### src/rtl/mc_datapath.sv
module mc_datapath #(
  parameter int XLEN = 32,
  parameter int NREG = 32
) (
  input  logic            clk,
  input  logic            rst_n,
  input  logic            ir_ld,
  input  logic            ab_ld,
  input  logic            s_ld,
  input  logic            m_ld,
  input  logic            rf_wr,
  input  logic            pc_ld,
  input  logic            pc_br,
  input  logic            addr_sel,
  input  logic            alu_src_imm,
  input  logic            ext_sign,
  input  logic [1:0]      alu_op,
  input  logic            wb_sel,
  input  logic            dst_rd,
  input  logic            st_en,
  output logic [5:0]      opcode,
  output logic            equal,
  output logic [XLEN-3:0] mem_addr,
  output logic            mem_we,
  output logic [XLEN-1:0] mem_wdata,
  input  logic [XLEN-1:0] mem_rdata
);
  localparam int RW = $clog2(NREG);

  logic [XLEN-1:0] pc_q, ir_q, a_q, b_q, s_q, m_q;
  logic [XLEN-1:0] rf [NREG];
  logic [XLEN-1:0] imm_x, opnd, alu_y, wb_val, rd_a, rd_b, br_off;
  logic [RW-1:0]   rs_f, rt_f, rd_f, dst;
  logic [5:0]      fn;

  assign opcode = ir_q[31:26];
  assign rs_f   = ir_q[25:21];
  assign rt_f   = ir_q[20:16];
  assign rd_f   = ir_q[15:11];
  assign fn     = ir_q[5:0];

  assign imm_x  = ext_sign ? {{(XLEN-16){ir_q[15]}}, ir_q[15:0]} : {{(XLEN-16){1'b0}}, ir_q[15:0]};
  assign br_off = {{(XLEN-18){ir_q[15]}}, ir_q[15:0], 2'b00};
  assign opnd   = alu_src_imm ? imm_x : b_q;

  always_comb begin
    case (alu_op)
      2'b00: alu_y = a_q + opnd;
      2'b01: alu_y = a_q - opnd;
      2'b10: alu_y = a_q | opnd;
      default: begin
        case (fn)
          6'h22, 6'h23: alu_y = a_q - opnd;
          6'h24:        alu_y = a_q & opnd;
          6'h25:        alu_y = a_q | opnd;
          6'h2A:        alu_y = {{(XLEN-1){1'b0}}, $signed(a_q) < $signed(opnd)};
          default:      alu_y = a_q + opnd;
        endcase
      end
    endcase
  end

  assign rd_a   = (rs_f == '0) ? '0 : rf[rs_f];
  assign rd_b   = (rt_f == '0) ? '0 : rf[rt_f];
  assign dst    = dst_rd ? rd_f : rt_f;
  assign wb_val = wb_sel ? m_q : s_q;

  assign equal     = (a_q == b_q);
  assign mem_addr  = addr_sel ? s_q[XLEN-1:2] : pc_q[XLEN-1:2];
  assign mem_we    = st_en;
  assign mem_wdata = b_q;

  always_ff @(posedge clk or negedge rst_n) begin
    if (!rst_n) begin
      pc_q <= '0; ir_q <= '0; a_q <= '0; b_q <= '0; s_q <= '0; m_q <= '0;
    end else begin
      if (pc_ld)  pc_q <= pc_q + 4 + (pc_br ? br_off : '0);
      if (ir_ld)  ir_q <= mem_rdata;
      if (ab_ld) begin a_q <= rd_a; b_q <= rd_b; end
      if (s_ld)   s_q <= alu_y;
      if (m_ld)   m_q <= mem_rdata;
    end
  end

  always_ff @(posedge clk or negedge rst_n) begin
    if (!rst_n) begin
      for (int i = 0; i < NREG; i++) rf[i] <= '0;
    end else if (rf_wr && dst != '0) begin
      rf[dst] <= wb_val;
    end
  end

  AST_PC_HOLD:  assert property (@(posedge clk) disable iff (!rst_n) !pc_ld |=> $stable(pc_q));
  AST_PC_SEQ:   assert property (@(posedge clk) disable iff (!rst_n) (pc_ld && !pc_br) |=> pc_q == $past(pc_q) + 4);
  AST_IR_LOAD:  assert property (@(posedge clk) disable iff (!rst_n) ir_ld |=> ir_q == $past(mem_rdata));
  AST_A_ZERO:   assert property (@(posedge clk) disable iff (!rst_n) (ab_ld && rs_f == '0) |=> a_q == '0);
  AST_S_HOLD:   assert property (@(posedge clk) disable iff (!rst_n) !s_ld |=> $stable(s_q));
  AST_ORI_UPPER: assert property (@(posedge clk) disable iff (!rst_n)
    (s_ld && alu_src_imm && !ext_sign && alu_op == 2'b10) |=> s_q[XLEN-1:16] == $past(a_q[XLEN-1:16]));
  AST_M_LOAD:   assert property (@(posedge clk) disable iff (!rst_n) m_ld |=> m_q == $past(mem_rdata));
endmodule

### config.mk
export PLATFORM = sky130hd
export DESIGN_NAME = mc_datapath
export DESIGN_NICKNAME = d
export VERILOG_FILES = /design/src/rtl/mc_datapath.sv
export SDC_FILE = /design/constraint.sdc
export NUM_CORES = 2
export LEC_CHECK = 0
export ABC_AREA = 0
export BUFFER_PORTS_ARGS = -buffer_cell sky130_fd_sc_hd__buf_2
export CORE_MARGIN = 4
export CORE_UTILIZATION = 30
export DETAILED_ROUTE_END_ITERATION = 8
export PLACE_DENSITY_LB_ADDON = 0.3
export SLEW_MARGIN = 0
export SYNTH_ARGS = -nofsm -noshare
export SYNTH_HDL_FRONTEND = slang
export SYNTH_SLANG_ARGS = --single-unit
export TNS_END_PERCENT = 20
### constraint.sdc
create_clock -name clk -period 6.5 [get_ports clk]
set_input_delay 0.65 -clock clk [delete_from_list [all_inputs] [get_ports clk]]
set_output_delay 0.65 -clock clk [all_outputs]
set_load 0.02 [all_outputs]
==> run_results.csv <==
group,metric,value,unit
outcome,status,"completed",
run,maxCapViolCount,0,
drt,vias_per_cell,5.67,
synthesis,synth_cell_types,88,
power_and_ir_drop,swShare,0.389,
global_route,grt_pass1_vias,52900,
synthesis,synth_nets,6929,
clock_tree,numCtsBuffers,136,
die,start_util,0.303,
sta,tns,0,ns
finish,layout_commonest_cell,"a21oi_1",
clock_tree,cts_resized,0,
synthesis,syn_area,0.0683,mm²
placement,dp_worst_setup_slack,1.22,ns
sta,period_share,0.734,
power_and_ir_drop,pwr_density_cell,473,mW/mm²
worst_setup_path,path_buf_inv,1,
power_and_ir_drop,vdd_drop_max,281,µV
die,num_rows,174,
die,die_x,485,µm
clock_tree,h-tree-depth,4,
global_route,grt_overflow,0,
worst_setup_path,cp-start-kind,"register",
drt,num_vias,54500,
worst_setup_path,critical_path_required,7.18,ns
synthesis,yosys_warnings,0,
power_and_ir_drop,seq_power_share,0.392,
global_route,antenna_found_initial,12,
die,io_pins,119,
power_and_ir_drop,p_int,22200,µW
worst_setup_path,max_stage_delay,0.84,ns
finish,stdcell_count,9601,
global_route,grt_max_degree,171,
worst_setup_path,cp-end-kind,"register",
worst_setup_path,path_class,"register to register",
synthesis,synth_top_flop_cell,"dfrtp_1",
placement,gp_congestion,0.972,
worst_setup_path,arrival,5.45,ns
sta,finalMaxSlewViolations,0,
sta,relSlewSlack,0.140,
drt,drt.antenna.violating_nets,0,
clock_tree,path_clk_slew,0.06,ns
finish,area_delta_synth_final,12.6,%
worst_setup_path,path_max_fanout,16,
finish,drive_above_1_share,0.180,
placement,post-dp-hpwl,169,mm
sta,fin_skew,0.0305,ns
synthesis,synthArstFlopShare,1.00,
synthesis,synth_area_per_cell,10.2,µm²
clock_tree,ctsLongestPathBuffers,3,
sta,fmax,0.210,GHz
worst_setup_path,critPathTopFamily,"simple AND/OR/NAND/NOR gates",
drt,wl,264,mm
die,core_area,0.226,mm²
synthesis,yosysSeqAreaShare,0.445,
power_and_ir_drop,combPwrFrac,0.385,
drt,drt_pre_antenna_iters,6,
synthesis,synthCells,6710,
sta,hold_viol_final,0,
power_and_ir_drop,power.share.clock,0.223,
finish,final_cell_mix,"a21oi_1, dfrtp_1, nor2_1",
worst_setup_path,crit_chain,"nand2_1 > and2_1 > nor2_1 > inv_1 > ha_1 > nor2_1 > nand2_1 > or3_1 > a2111oi_1 > o22ai_1 > a221o_1 > a21oi_1 > a211oi_1 > o22a_1",
global_route,grt_pass1_wl,380,mm
worst_hold_path,hold_class,"input port to register",
drt,drt_iter0_markers,5834,
drt,drcViolationCount,0,
synthesis,ys_ff_latch,1214,
sta,max_slew.worst_pin.slew,1.26,ns
sta,setup_violations,0,
die,die_area,0.235,mm²
clock_tree,clkSinkCount,1214,
synthesis,synth_edf_count,0,
worst_setup_path,slowest_stage,"and2_1",
placement,dp_cells,9343,
drt,wl_per_cell,27.5,µm
finish,layout.nets,6709,
power_and_ir_drop,p_leak,0.0319,µW
global_route,gr-usage-all-layers,0.218,
die,die-height,485,µm
power_and_ir_drop,power,36300,µW
sta,rsz0062_at_grt,"false",
clock_tree,worstSkewPairLatency,0.80,ns
finish,final_util,0.341,
power_and_ir_drop,p_switching,14100,µW
sta,setup_slack,1.73,ns
clock_tree,cts_tree,"built",
clock_tree,clock-root-buffer,"clkbuf_16",
placement,io_buffers,116,
sta,period_needed,4.77,ns
-- power groups by stage --
stage          sequential (µW)  clock, µW  combinational (µW)
6_report                 14200       8100               14000
5_1_grt                  14600       8540               15300
4_1_cts                  14100       8250               13900
3_5_place_dp             14200          0               13900
3_3_place_gp             14000          0               13700
2_1_floorplan            13000          0               10400
-- state kept, by name, summed over array words and instances (netlist names) --
name	count
mem_wdata	32
rf	1024
ir_q	32
a_q	32
s_q	32
m_q	32
pc_q	30
-- cells in the mapped netlist (5+ instances only) --
| master | n | area [µm²] |
|---|---|---|
| and2_1 | 18 | 113 |
| and3_1 | 5 | 31.3 |
| o211ai_1 | 13 | 97.6 |
| dfrtp_1 | 1214 | 30400 |
| a211oi_1 | 18 | 135 |
| a21oi_1 | 1311 | 6560 |
| o32ai_1 | 17 | 149 |
| inv_1 | 160 | 601 |
| o2111ai_1 | 9 | 78.8 |
| xnor2_1 | 54 | 473 |
| a31oi_1 | 16 | 100 |
| a211o_1 | 6 | 52.6 |
| nor2b_1 | 22 | 138 |
| buf_1 | 42 | 158 |
| o31ai_1 | 8 | 60.1 |
| or2_2 | 8 | 50.1 |
| mux4_2 | 368 | 8290 |
| nor4_1 | 14 | 87.6 |
| nand4_1 | 8 | 50.1 |
| o21bai_1 | 14 | 105 |
| a21o_1 | 25 | 188 |
| nand3_1 | 30 | 150 |
| buf_4 | 9 | 67.6 |
| a221oi_1 | 26 | 228 |
| nand2b_1 | 18 | 113 |
| o21a_1 | 20 | 150 |
| or3_1 | 13 | 81.3 |
| buf_2 | 67 | 335 |
| o21ai_0 | 151 | 756 |
| mux2_2 | 207 | 2330 |
| a221o_1 | 6 | 60.1 |
| nor3_1 | 73 | 365 |
| clkbuf_1 | 509 | 1910 |
| nand2_1 | 115 | 432 |
| mux2i_1 | 353 | 3530 |
| ha_1 | 167 | 2090 |
| o221ai_1 | 97 | 850 |
| o22ai_1 | 156 | 976 |
| xor2_1 | 47 | 412 |
| nor3_2 | 12 | 120 |
| o21ai_1 | 8 | 40.0 |
| a22o_1 | 8 | 70.1 |
| nor2_1 | 1188 | 4460 |
-- repair_timing --
item / in CTS / in global routing
hold buffers: 1 / 0
endpoints found under the hold margin: 80 / 0
buffers inserted: 0 / 0
-- metrics by stage --
stage	area [µm²]	hold slack, ns
2_1_floorplan	68300	0.354
3_3_place_gp	72200	0.380
3_5_place_dp	72200	0.387
4_1_cts	76900	0.0395
5_1_grt	76900	0.0800
6_report	76900	0.106
-- logic make-up (layout without fill, tap and decap cells) --
logic type                 Yosys count  count (layout)  synth area share
muxes                              928             928             0.207
AOI/OAI and AO/OA                 1968            1968             0.166
and+or+nand+nor                   1539            1539            0.0926
other                                0               9                 0
buffers and inverters              790             680            0.0453
xor gates and xnor gates           101             101            0.0130
DFF                               1214            1214             0.445
adders and majority gates          170             170            0.0315
-- metal layers --
metal / global-route usage / part of all wire / vias to the layer above
li1: - / - / 23900
met1: 0.301 / 0.43 / 27800
met2: 0.344 / 0.46 / 2362
met3: 0.0346 / 0.075 / 448
met4: 0.0801 / 0.038 / 0
met5: 0 / 0 / -
-- layout make-up --
class	instances	area, µm²
timing repair buffer	270	2020
tap	2992	3740
sequential	1214	30400
fill	22700	149000
clock buffer	203	4070
multi-input combinational	4706	35400
clock inverter	45	598
inverter	162	608
antenna	9	22.5
-- final timing paths --
check / from / cells past startpoint / endpoint / slack, ns
min: mem_rdata[31] / 2 / m_q[31] / 0.11
max: ir_q[15] / 14 / s_q[31] / 1.73
min in group asynchronous: rst_n / 2 / pc_q[19] / 0.41
max reg2reg: ir_q[15] / 14 / s_q[31] / 1.73
max in group asynchronous: rst_n / 3 / rf[301] / 4.46
min reg2reg: rf[994] / 0 / rf[994] / 0.40
No activity file was read; power rests on OpenSTA's default activity.
